$ cat config.mk
export PLATFORM = sky130hd
export DESIGN_NAME = vtg_interlaced
export DESIGN_NICKNAME = d
export VERILOG_FILES = /design/src/rtl/vtg_pkg.sv /design/src/rtl/vtg_hcount.sv /design/src/rtl/vtg_vcount.sv /design/src/rtl/vtg_decode.sv /design/src/rtl/vtg_interlaced.sv
export SDC_FILE = /design/constraint.sdc
export NUM_CORES = 1
export LEC_CHECK = 0
export ABC_AREA = 1
export CORE_UTILIZATION = 25
export DETAILED_ROUTE_END_ITERATION = 6
export MAX_ROUTING_LAYER = met4
export PLACE_DENSITY = 0.51
export SYNTH_ARGS = -nofsm -noshare
export SYNTH_HDL_FRONTEND = slang
export SYNTH_SLANG_ARGS = --single-unit
$ cat constraint.sdc
create_clock -name clk -period 2.6 [get_ports clk]
set_clock_uncertainty 0.1 [all_clocks]
set_input_delay 0.65 -clock clk [delete_from_list [all_inputs] [get_ports clk]]
set_output_delay 0.65 -clock clk [all_outputs]
set_load 0.1 [all_outputs]
$ cat src/rtl/vtg_pkg.sv
package vtg_pkg;
  typedef enum logic {
    FIELD_EVEN = 1'b0,
    FIELD_ODD  = 1'b1
  } field_e;

  function automatic int unsigned max_u(input int unsigned a, input int unsigned b);
    return (a > b) ? a : b;
  endfunction
endpackage

$ cat src/rtl/vtg_hcount.sv
module vtg_hcount #(
  parameter int unsigned H_TOTAL = 2200,
  localparam int unsigned HW = $clog2(H_TOTAL)
) (
  input  logic          clk,
  input  logic          rst_n,
  output logic [HW-1:0] h_q,
  output logic          h_last
);
  localparam logic [HW-1:0] H_END = HW'(H_TOTAL - 1);

  assign h_last = (h_q == H_END);

  always_ff @(posedge clk) begin
    if (!rst_n)      h_q <= '0;
    else if (h_last) h_q <= '0;
    else             h_q <= h_q + 1'b1;
  end
endmodule

$ cat src/rtl/vtg_vcount.sv
module vtg_vcount
  import vtg_pkg::*;
#(
  parameter int unsigned FIELD_ROWS = 540,
  parameter int unsigned BLANK_EVEN = 23,
  parameter int unsigned BLANK_ODD  = 22,
  localparam int unsigned LW = $clog2(FIELD_ROWS + max_u(BLANK_EVEN, BLANK_ODD))
) (
  input  logic          clk,
  input  logic          rst_n,
  input  logic          adv,
  output logic [LW-1:0] line_q,
  output field_e        field_q
);
  localparam logic [LW-1:0] END_EVEN = LW'(FIELD_ROWS + BLANK_EVEN - 1);
  localparam logic [LW-1:0] END_ODD  = LW'(FIELD_ROWS + BLANK_ODD - 1);

  logic          at_end;
  logic [LW-1:0] end_sel;

  assign end_sel = (field_q == FIELD_EVEN) ? END_EVEN : END_ODD;
  assign at_end  = (line_q == end_sel);

  always_ff @(posedge clk) begin
    if (!rst_n) begin
      line_q  <= '0;
      field_q <= FIELD_EVEN;
    end else if (adv) begin
      if (at_end) begin
        line_q  <= '0;
        field_q <= (field_q == FIELD_EVEN) ? FIELD_ODD : FIELD_EVEN;
      end else begin
        line_q <= line_q + 1'b1;
      end
    end
  end
endmodule

$ cat src/rtl/vtg_decode.sv
module vtg_decode
  import vtg_pkg::*;
#(
  parameter int unsigned H_ACTIVE   = 1920,
  parameter int unsigned H_FRONT    = 88,
  parameter int unsigned H_SYNC     = 44,
  parameter int unsigned H_TOTAL    = 2200,
  parameter int unsigned FIELD_ROWS = 540,
  parameter int unsigned VS_LINE    = 2,
  parameter int unsigned VS_LINES   = 2,
  parameter int unsigned HW = 12,
  parameter int unsigned LW = 10,
  parameter int unsigned RW = 11
) (
  input  logic [HW-1:0] h,
  input  logic [LW-1:0] line,
  input  field_e        fld,
  output logic          de,
  output logic          hsync,
  output logic          vsync,
  output logic [RW-1:0] row
);
  localparam logic [HW-1:0] HS_ON   = HW'(H_ACTIVE + H_FRONT);
  localparam logic [HW-1:0] HS_OFF  = HW'(H_ACTIVE + H_FRONT + H_SYNC);
  localparam logic [HW-1:0] H_ACT   = HW'(H_ACTIVE);
  localparam logic [HW-1:0] H_HALF  = HW'(H_TOTAL / 2);
  localparam logic [LW-1:0] ROWS_L  = LW'(FIELD_ROWS);
  localparam logic [LW-1:0] VS_FIRST = LW'(VS_LINE);
  localparam logic [LW-1:0] VS_LAST  = LW'(VS_LINE + VS_LINES);

  logic          pic_line;
  logic [LW-1:0] bline;
  logic          odd;
  logic          vs_mid, vs_head, vs_tail;

  assign pic_line = (line < ROWS_L);
  assign bline    = line - ROWS_L;
  assign odd      = (fld == FIELD_ODD);

  assign de    = pic_line && (h < H_ACT);
  assign hsync = (h >= HS_ON) && (h < HS_OFF);
  assign row   = de ? {line[RW-2:0], odd} : '0;

  // Odd field: edges on line start; even field: edges at mid-line.
  assign vs_head = (bline == VS_FIRST) && (odd || (h >= H_HALF));
  assign vs_mid  = (bline > VS_FIRST) && (bline < VS_LAST);
  assign vs_tail = (bline == VS_LAST) && !odd && (h < H_HALF);
  assign vsync   = !pic_line && (vs_head || vs_mid || vs_tail);
endmodule

$ cat src/rtl/vtg_interlaced.sv
module vtg_interlaced
  import vtg_pkg::*;
#(
  parameter int unsigned H_ACTIVE   = 1920,
  parameter int unsigned H_FRONT    = 88,
  parameter int unsigned H_SYNC     = 44,
  parameter int unsigned H_BACK     = 148,
  parameter int unsigned FIELD_ROWS = 540,
  parameter int unsigned BLANK_EVEN = 23,
  parameter int unsigned BLANK_ODD  = 22,
  parameter int unsigned VS_LINE    = 2,
  parameter int unsigned VS_LINES   = 2,
  localparam int unsigned H_TOTAL = H_ACTIVE + H_FRONT + H_SYNC + H_BACK,
  localparam int unsigned HW = $clog2(H_TOTAL),
  localparam int unsigned LW = $clog2(FIELD_ROWS + max_u(BLANK_EVEN, BLANK_ODD)),
  localparam int unsigned RW = $clog2(2 * FIELD_ROWS)
) (
  input  logic          clk,
  input  logic          rst_n,
  output logic [HW-1:0] h_pos,
  output logic [LW-1:0] line_pos,
  output logic          field,
  output logic [RW-1:0] row,
  output logic          de,
  output logic          hsync,
  output logic          vsync
);
  logic   h_last;
  field_e fld;

  vtg_hcount #(.H_TOTAL(H_TOTAL)) u_hcount (
    .clk(clk), .rst_n(rst_n), .h_q(h_pos), .h_last(h_last)
  );

  vtg_vcount #(
    .FIELD_ROWS(FIELD_ROWS), .BLANK_EVEN(BLANK_EVEN), .BLANK_ODD(BLANK_ODD)
  ) u_vcount (
    .clk(clk), .rst_n(rst_n), .adv(h_last), .line_q(line_pos), .field_q(fld)
  );

  vtg_decode #(
    .H_ACTIVE(H_ACTIVE), .H_FRONT(H_FRONT), .H_SYNC(H_SYNC), .H_TOTAL(H_TOTAL),
    .FIELD_ROWS(FIELD_ROWS), .VS_LINE(VS_LINE), .VS_LINES(VS_LINES),
    .HW(HW), .LW(LW), .RW(RW)
  ) u_decode (
    .h(h_pos), .line(line_pos), .fld(fld),
    .de(de), .hsync(hsync), .vsync(vsync), .row(row)
  );

  assign field = (fld == FIELD_ODD);
endmodule

==> flow_summary.json, run 1 <==
{
  "synth.yosys.seq_area_share_pct": 31.0,
  "flow.area_growth_from_synthesis_pct": 58.9,
  "final-setup-viol-count": 2,
  "cts_tree": "done",
  "finalInstanceArea_um2": 2360,
  "report.final.hold_viol_count": 0,
  "switching_share_pct": 27.0,
  "path_buf_inv": 2,
  "synth-xor-area-share_pct": 1.77,
  "num_cts_buffers": 3,
  "critPathRequiredTime_ps": 1850,
  "grt_start_max_net_pins": 14,
  "internal_power_w": 0.000463,
  "area_fraction_of_the_dominant_cell_type_after_synthesis_pct": 31.0,
  "synth-edff-count": 0,
  "yosys.cell_count.top_type": "sky130_fd_sc_hd__nand2_1",
  "drtIter0Drc": 55,
  "grt.overflow.total": 0,
  "ff2ff_path_depth": 9,
  "maxCapViolations": 0,
  "floorplan.initialDensity_pct": 26.5,
  "layout-drive-gt1-share_pct": 37.5,
  "critical_path_arrival_ps": 1860,
  "part_of_the_power_in_registers_pct": 55.2,
  "yosys-mux-area-fraction_pct": 0,
  "yosys_most_used_dff": "sky130_fd_sc_hd__dfxtp_1",
  "holdCritPathClass": "reg -> reg",
  "synth.top_cells.by_count": "sky130_fd_sc_hd__nand2_1 (60), sky130_fd_sc_hd__nor2_1 (39), sky130_fd_sc_hd__inv_1 (28), sky130_fd_sc_hd__dfxtp_1 (23), sky130_fd_sc_hd__nand3_1 (19)",
  "grt_usage_pct": 15.1,
  "final-seq-area_um2": 512,
  "worst_hold_path.num_cells": 1,
  "vias_in_the_first_global_route": 1469,
  "floorplan.die_area_um2": 6250,
  "worstSetupEndpointType": "output port",
  "timing.setup.critical_path_class": "reg -> out",
  "ctsLongestPathBuffers": 2,
  "synthesized_area_fraction_occupied_by_ao_oa_aoi_and_oai_cells_pct": 8.76,
  "synthArstFlopShare_pct": 0,
  "grt_setup_unrepaired": "true",
  "crit_path_top_delay_cell": "sky130_fd_sc_hd__dfxtp_4",
  "die_width_um": 79.1,
  "diodes": 0,
  "viasPerCell": 4.55,
  "fin_crit_ps": 2610,
  "route.detailed.wl_per_inst_um": 12.9,
  "p_per_area_nw_per_um2": 268,
  "grt_pass1_wl_um": 7200,
  "fin_ws_ps": -7.96,
  "rows": 27,
  "hold-worst-slack_ps": 370,
  "i_o_pin_cnt": 39,
  "total_switching_power_w": 0.000171,
  "outcome": "finished with violations",
  "most_prevalent_standard_cell_on_the_critical_path": "sky130_fd_sc_hd__nand2_4",
  "postRouteAntennaNets": 0,
  "cts-root-buf": "sky130_fd_sc_hd__clkbuf_8",
  "die_h_um": 79.1,
  "yosys.area_share.simple_pct": 43.1,
  "cellLeakagePower_nw": 1.00,
  "pwr-share-clk_pct": 36.8,
  "final_core_utilization_pct": 42.1,
  "multi_input_comb_area_um2": 1050,
  "route.detailed.drc": 0,
  "tritoncts_num_sinks": 23,
  "drv_slew": 0,
  "netlist.top_cell.by_area": "sky130_fd_sc_hd__dfxtp_1",
  "min-delay-start": "u_hcount.h_q[0]",
  "design.core.area_um2": 5610,
  "critPathMaxFanout": 8,
  "worst_r2r_startpoint": "u_hcount.h_q[0]",
  "postSynthAreaPerCell_um2": 6.27,
  "path_delay_family": "simple AND/OR/NAND/NOR gates",
  "worst_slew_margin_rel_pct": 78.6,
  "gp_congestion": 0.837,
  "numPortBuffers": 38,
  "filler_instances": 605,
  "max_stage_delay_ps": 390,
  "worst_case_vdd_ir_drop_uv": 224,
  "yosysWarnings": 0,
  "worst-slew-pin-transition_ps": 320,
  "violated_checks": "negative setup slack",
  "ff2ff_setup_slack_ps": 860,
  "postRouteWirelength_um": 4580,
  "post_layout_total_power_w": 0.000633,
  "whs_endpoint": "u_hcount.h_q[0]",
  "crit_chain": "ha_4, nand2_4, nand2_4, o21ai_4, nand3_4, clkbuf_16, nor2_4, buf_12",
  "yosys.cell_types.count": 20,
  "ys_top_cells_by_area": "sky130_fd_sc_hd__dfxtp_1 (31%), sky130_fd_sc_hd__nand2_1 (15%), sky130_fd_sc_hd__nor2_1 (9.9%)",
  "finish.net_count": 293,
  "mappedNetlistNets": 246,
  "ys_ff_latch": 23,
  "syn-cell-area_um2": 1490,
  "worst_setup_hold_path_clk_slew_ps": 90,
  "combinationalPowerShare_pct": 8.0,
  "grt_antenna_before_repair": 0,
  "timing.critical_path.from_type": "flop",
  "synth_adder_area_share_pct": 5.90,
  "netlist_instances": 237,
  "timing.rr.end": "u_vcount.line_q[1]",
  "placedInstanceArea_um2": 2200,
  "vias": 1614,
  "drt_pass_1_iters": 4,
  "synth_top_family_by_area": "simple AND/OR/NAND/NOR gates",
  "clkLatencyLatePin_ps": 270,
  "dpl.hpwl_um": 3420,
  "max_freq_ghz": 0.383,
  "htree_num_levels": 1,
  "final_cycle_utilization_of_the_critical_path_pct": 100
}
[per-stage QoR]
stage | setup slack [ps] | TNS, ps | cells
floorplan | -376 | -635 | 237
global placement | 295 | 0 | 346
detailed placement | 260 | 0 | 346
CTS | 2.70 | 0 | 350
global route | -73.3 | -459 | 355
finish | -7.96 | -12.3 | 355
[registers in the layout (all words and copies together) (netlist names)]
signal and flops:
u_hcount.h_q 12, u_vcount.field_q 1, u_vcount.line_q 10
[power groups by stage]
stage          clock, W  sequential (W)  combinational, W
3_5_place_dp          0        0.000358         0.0000511
4_1_cts        0.000248        0.000350         0.0000511
3_3_place_gp          0        0.000358         0.0000509
2_1_floorplan         0        0.000385         0.0000129
6_report       0.000233        0.000350         0.0000508
5_1_grt        0.000261        0.000351         0.0000539
[how the worst max path moves through the flow]
stage                             from      end  slack [ps]  cells past startpoint
finish              u_vcount.line_q[2]   row[2]          -8                      8
global route        u_vcount.line_q[2]   row[2]         -70                      8
CTS                 u_vcount.line_q[2]   row[7]           3                      8
detailed placement  u_vcount.line_q[2]   row[7]         260                      8
global placement    u_vcount.line_q[2]   row[0]         300                      8
floorplan           u_vcount.line_q[2]  row[10]        -380                      8
[area by class of cell]
| cell class | instances | area share (%) |
|---|---|---|
| Timing Repair Buffer | 45 | 23.1 |
| Inverter | 30 | 5.09 |
| Clock inverter | 1 | 0.212 |
| Sequential cell | 23 | 21.7 |
| Clock buffer | 3 | 1.75 |
| Tap cell | 72 | 3.82 |
| Multi-Input combinational cell | 181 | 44.3 |
[routing by layer]
metal	routed length (µm)	GRT usage (%)	vias to the layer above
met5	0	-	-
met4	44	3.82	0
met3	145	1.84	5
met2	2080	23.4	33
met1	2310	20.8	720
li1	-	-	856
[cell usage in the layout (no fill, tap or decap), drive strengths merged]
master / netlist / layout
nand2: 62 / 62
buf: 3 / 43
nor2: 40 / 40
inv: 30 / 28
dfxtp: 23 / 23
nand3: 20 / 20
a21oi: 15 / 15
nand4: 11 / 11
o21ai: 11 / 11
nor3: 8 / 8
ha: 7 / 7
or2: 4 / 4
clkbuf: 0 / 4
xor2: 3 / 3
clkinvlp: 0 / 2
clkinv: 0 / 1
clkdlybuf4s50: 0 / 1
[repair_timing]
| item | CTS | global route |
|---|---|---|
| setup buffers | 0 | 4 |
| gates resized for setup | 1 | 12 |
| pin swaps | 0 | 7 |
| setup endpoints to repair | 10 | 12 |
| hold buffers | 0 | 0 |
| cloned | 0 | 1 |
[kinds of logic (layout without fill, tap and decap cells)]
kind of cell	after synthesis	count (layout)
simple gates	145	145
flops	23	23
compound gates	26	26
fa+ha+maj	7	7
buf+inv	33	79
xor+xnor	3	3
Note: power is estimated with default switching activity, not from simulation.
==> run 2, diff against run 1 <==
- GPL_TIMING_DRIVEN: not set -> 0
==> run 2 against run 1 <==
The flow now finishes without violations. Maximum frequency up 2.2%. Clock power up 2%. Non-clock buffer count unchanged.
==> flow_summary.json, run 2 (synthesized netlist as in run 1, its figures left out) <==
{
  "final_cycle_utilization_of_the_critical_path_pct": 98.1,
  "ctsLongestPathBuffers": 2,
  "count_of_hold_fix_buffers_inserted_at_cts": 0,
  "path_delay_family": "buffers and inverters",
  "postRouteAntennaNets": 0,
  "worst_setup_hold_path_clk_slew_ps": 90,
  "path_buf_inv": 1,
  "drt_pass_1_iters": 5,
  "grt_usage_pct": 15.8,
  "hold-worst-slack_ps": 375,
  "cts-root-buf": "sky130_fd_sc_hd__clkbuf_8",
  "drtIter0Drc": 44,
  "viasPerCell": 4.68,
  "cts_tree": "done",
  "finalInstanceArea_um2": 2390,
  "worstSetupEndpointType": "output port",
  "timing.setup.critical_path_class": "reg -> out",
  "floorplan.die_area_um2": 6250,
  "grt_start_max_net_pins": 14,
  "crit_path_top_delay_cell": "sky130_fd_sc_hd__clkdlybuf4s50_1",
  "finish.net_count": 293,
  "critPathMaxFanout": 7,
  "worstSetupPathDepth": 1,
  "maxCapViolations": 0,
  "grt_setup_unrepaired": "true",
  "largest_register_ffs": 12,
  "gp_congestion": 0.828,
  "drv_slew": 0,
  "launch_point_of_the_worst_path": "u_vcount.line_q[8]",
  "tritoncts_num_sinks": 23,
  "design.core.area_um2": 5610,
  "holdCritPathClass": "reg -> reg",
  "route.detailed.drc": 0,
  "route.detailed.wl_per_inst_um": 12.5,
  "numPlacedInstances": 347,
  "p_per_area_nw_per_um2": 268,
  "num_cts_buffers": 3,
  "diodes": 0,
  "largest_register": "u_hcount.h_q",
  "critical_path_arrival_ps": 1800,
  "outcome": "completed",
  "final_core_utilization_pct": 42.6,
  "grt_antenna_before_repair": 0,
  "timing.rr.end": "u_vcount.line_q[2]",
  "worst_slew_margin_rel_pct": 35.0,
  "worst_case_vdd_ir_drop_uv": 216,
  "cellLeakagePower_nw": 1.09,
  "critPathRequiredTime_ps": 1850,
  "worst_r2r_startpoint": "u_hcount.h_q[0]",
  "rows": 27,
  "layout-drive-gt1-share_pct": 29.7,
  "worst-slew-pin-transition_ps": 974,
  "max_stage_delay_ps": 1130,
  "final_common_cell": "sky130_fd_sc_hd__nand2_1",
  "die_h_um": 79.1,
  "vias": 1661,
  "clkLatencyLatePin_ps": 270,
  "vias_in_the_first_global_route": 1497,
  "numPortBuffers": 38,
  "report.final.hold_viol_count": 0,
  "largest_registers": "u_hcount.h_q: 12 flops, u_vcount.line_q: 10 flops, u_vcount.field_q: 1 flops",
  "postRouteWirelength_um": 4430,
  "floorplan.initialDensity_pct": 26.5,
  "ff2ff_path_depth": 9,
  "critPathCapture": "line_pos[8]",
  "worst_hold_path.num_cells": 1,
  "timing.critical_path.from_type": "flop",
  "crit_chain": "clkdlybuf4s50_1",
  "final-setup-viol-count": 0,
  "die_width_um": 79.1,
  "i_o_pin_cnt": 39,
  "most-common-layout-cells": "sky130_fd_sc_hd__nand2_1 (57), sky130_fd_sc_hd__nor2_1 (28), sky130_fd_sc_hd__inv_1 (22), sky130_fd_sc_hd__nand3_1 (17), sky130_fd_sc_hd__a21oi_1 (14)",
  "grt_pass1_wl_um": 7470,
  "max_freq_ghz": 0.392,
  "flow.area_growth_from_synthesis_pct": 61.0,
  "fin_crit_ps": 2550,
  "placedInstanceArea_um2": 2130,
  "htree_num_levels": 1,
  "ff2ff_setup_slack_ps": 880,
  "dpl.hpwl_um": 3320,
  "grt.overflow.total": 0,
  "post_layout_nonfiller_instances": 355
}
==> run 2: worst min path at each step <==
| stage | from | slack [ps] | endpoint |
|---|---|---|---|
| floorplan | u_hcount.h_q[9] | 530 | u_hcount.h_q[9] |
| global placement | u_hcount.h_q[0] | 360 | u_hcount.h_q[0] |
| detailed placement | u_hcount.h_q[0] | 360 | u_hcount.h_q[0] |
| CTS | u_hcount.h_q[0] | 390 | u_hcount.h_q[0] |
| global route | u_hcount.h_q[0] | 410 | u_hcount.h_q[0] |
| finish | u_hcount.h_q[0] | 380 | u_hcount.h_q[0] |
==> run 2: per-stage QoR <==
stage | total power (W) | setup WS [ps] | TNS [ps]
floorplan | 0.000398 | -376 | -635
global placement | 0.000413 | -774 | -9200
detailed placement | 0.000413 | -773 | -9270
CTS | 0.000653 | 4.15 | 0
global route | 0.000665 | -24.4 | -24.4
finish | 0.000642 | 48.3 | 0
==> run 2: area by class of cell <==
class	count	area (µm²)
timing repair buffer	42	537
inverter	30	120
clock inverter	1	5.00
multi-input combinational	181	1040
clock buffer	3	41.3
buffer	3	42.5
fill	615	3220
tap	72	90.1
sequential	23	512
==> run 2: repair_timing <==
item | CTS | global route
gates cloned | 0 | 0
pin swaps | 1 | 5
resized for setup | 122 | 19
endpoints found under the setup margin | 17 | 21
setup buffers | 0 | 4
==> run 2: routing by layer <==
metal / vias up / track usage (%) / part of all wire (%) / wire length, µm
met3: 4 / 1.84 / 3.5 / 154
met2: 32 / 24.1 / 46 / 2050
li1: 863 / - / - / -
met4: 0 / 3.82 / 0.86 / 38
met1: 762 / 22.0 / 49 / 2190
met5: - / - / 0 / 0
==> run 2: power by group <==
part           switching, W  internal [W]
registers        0.00000450      0.000345
logic             0.0000414     0.0000124
clock network      0.000131      0.000107
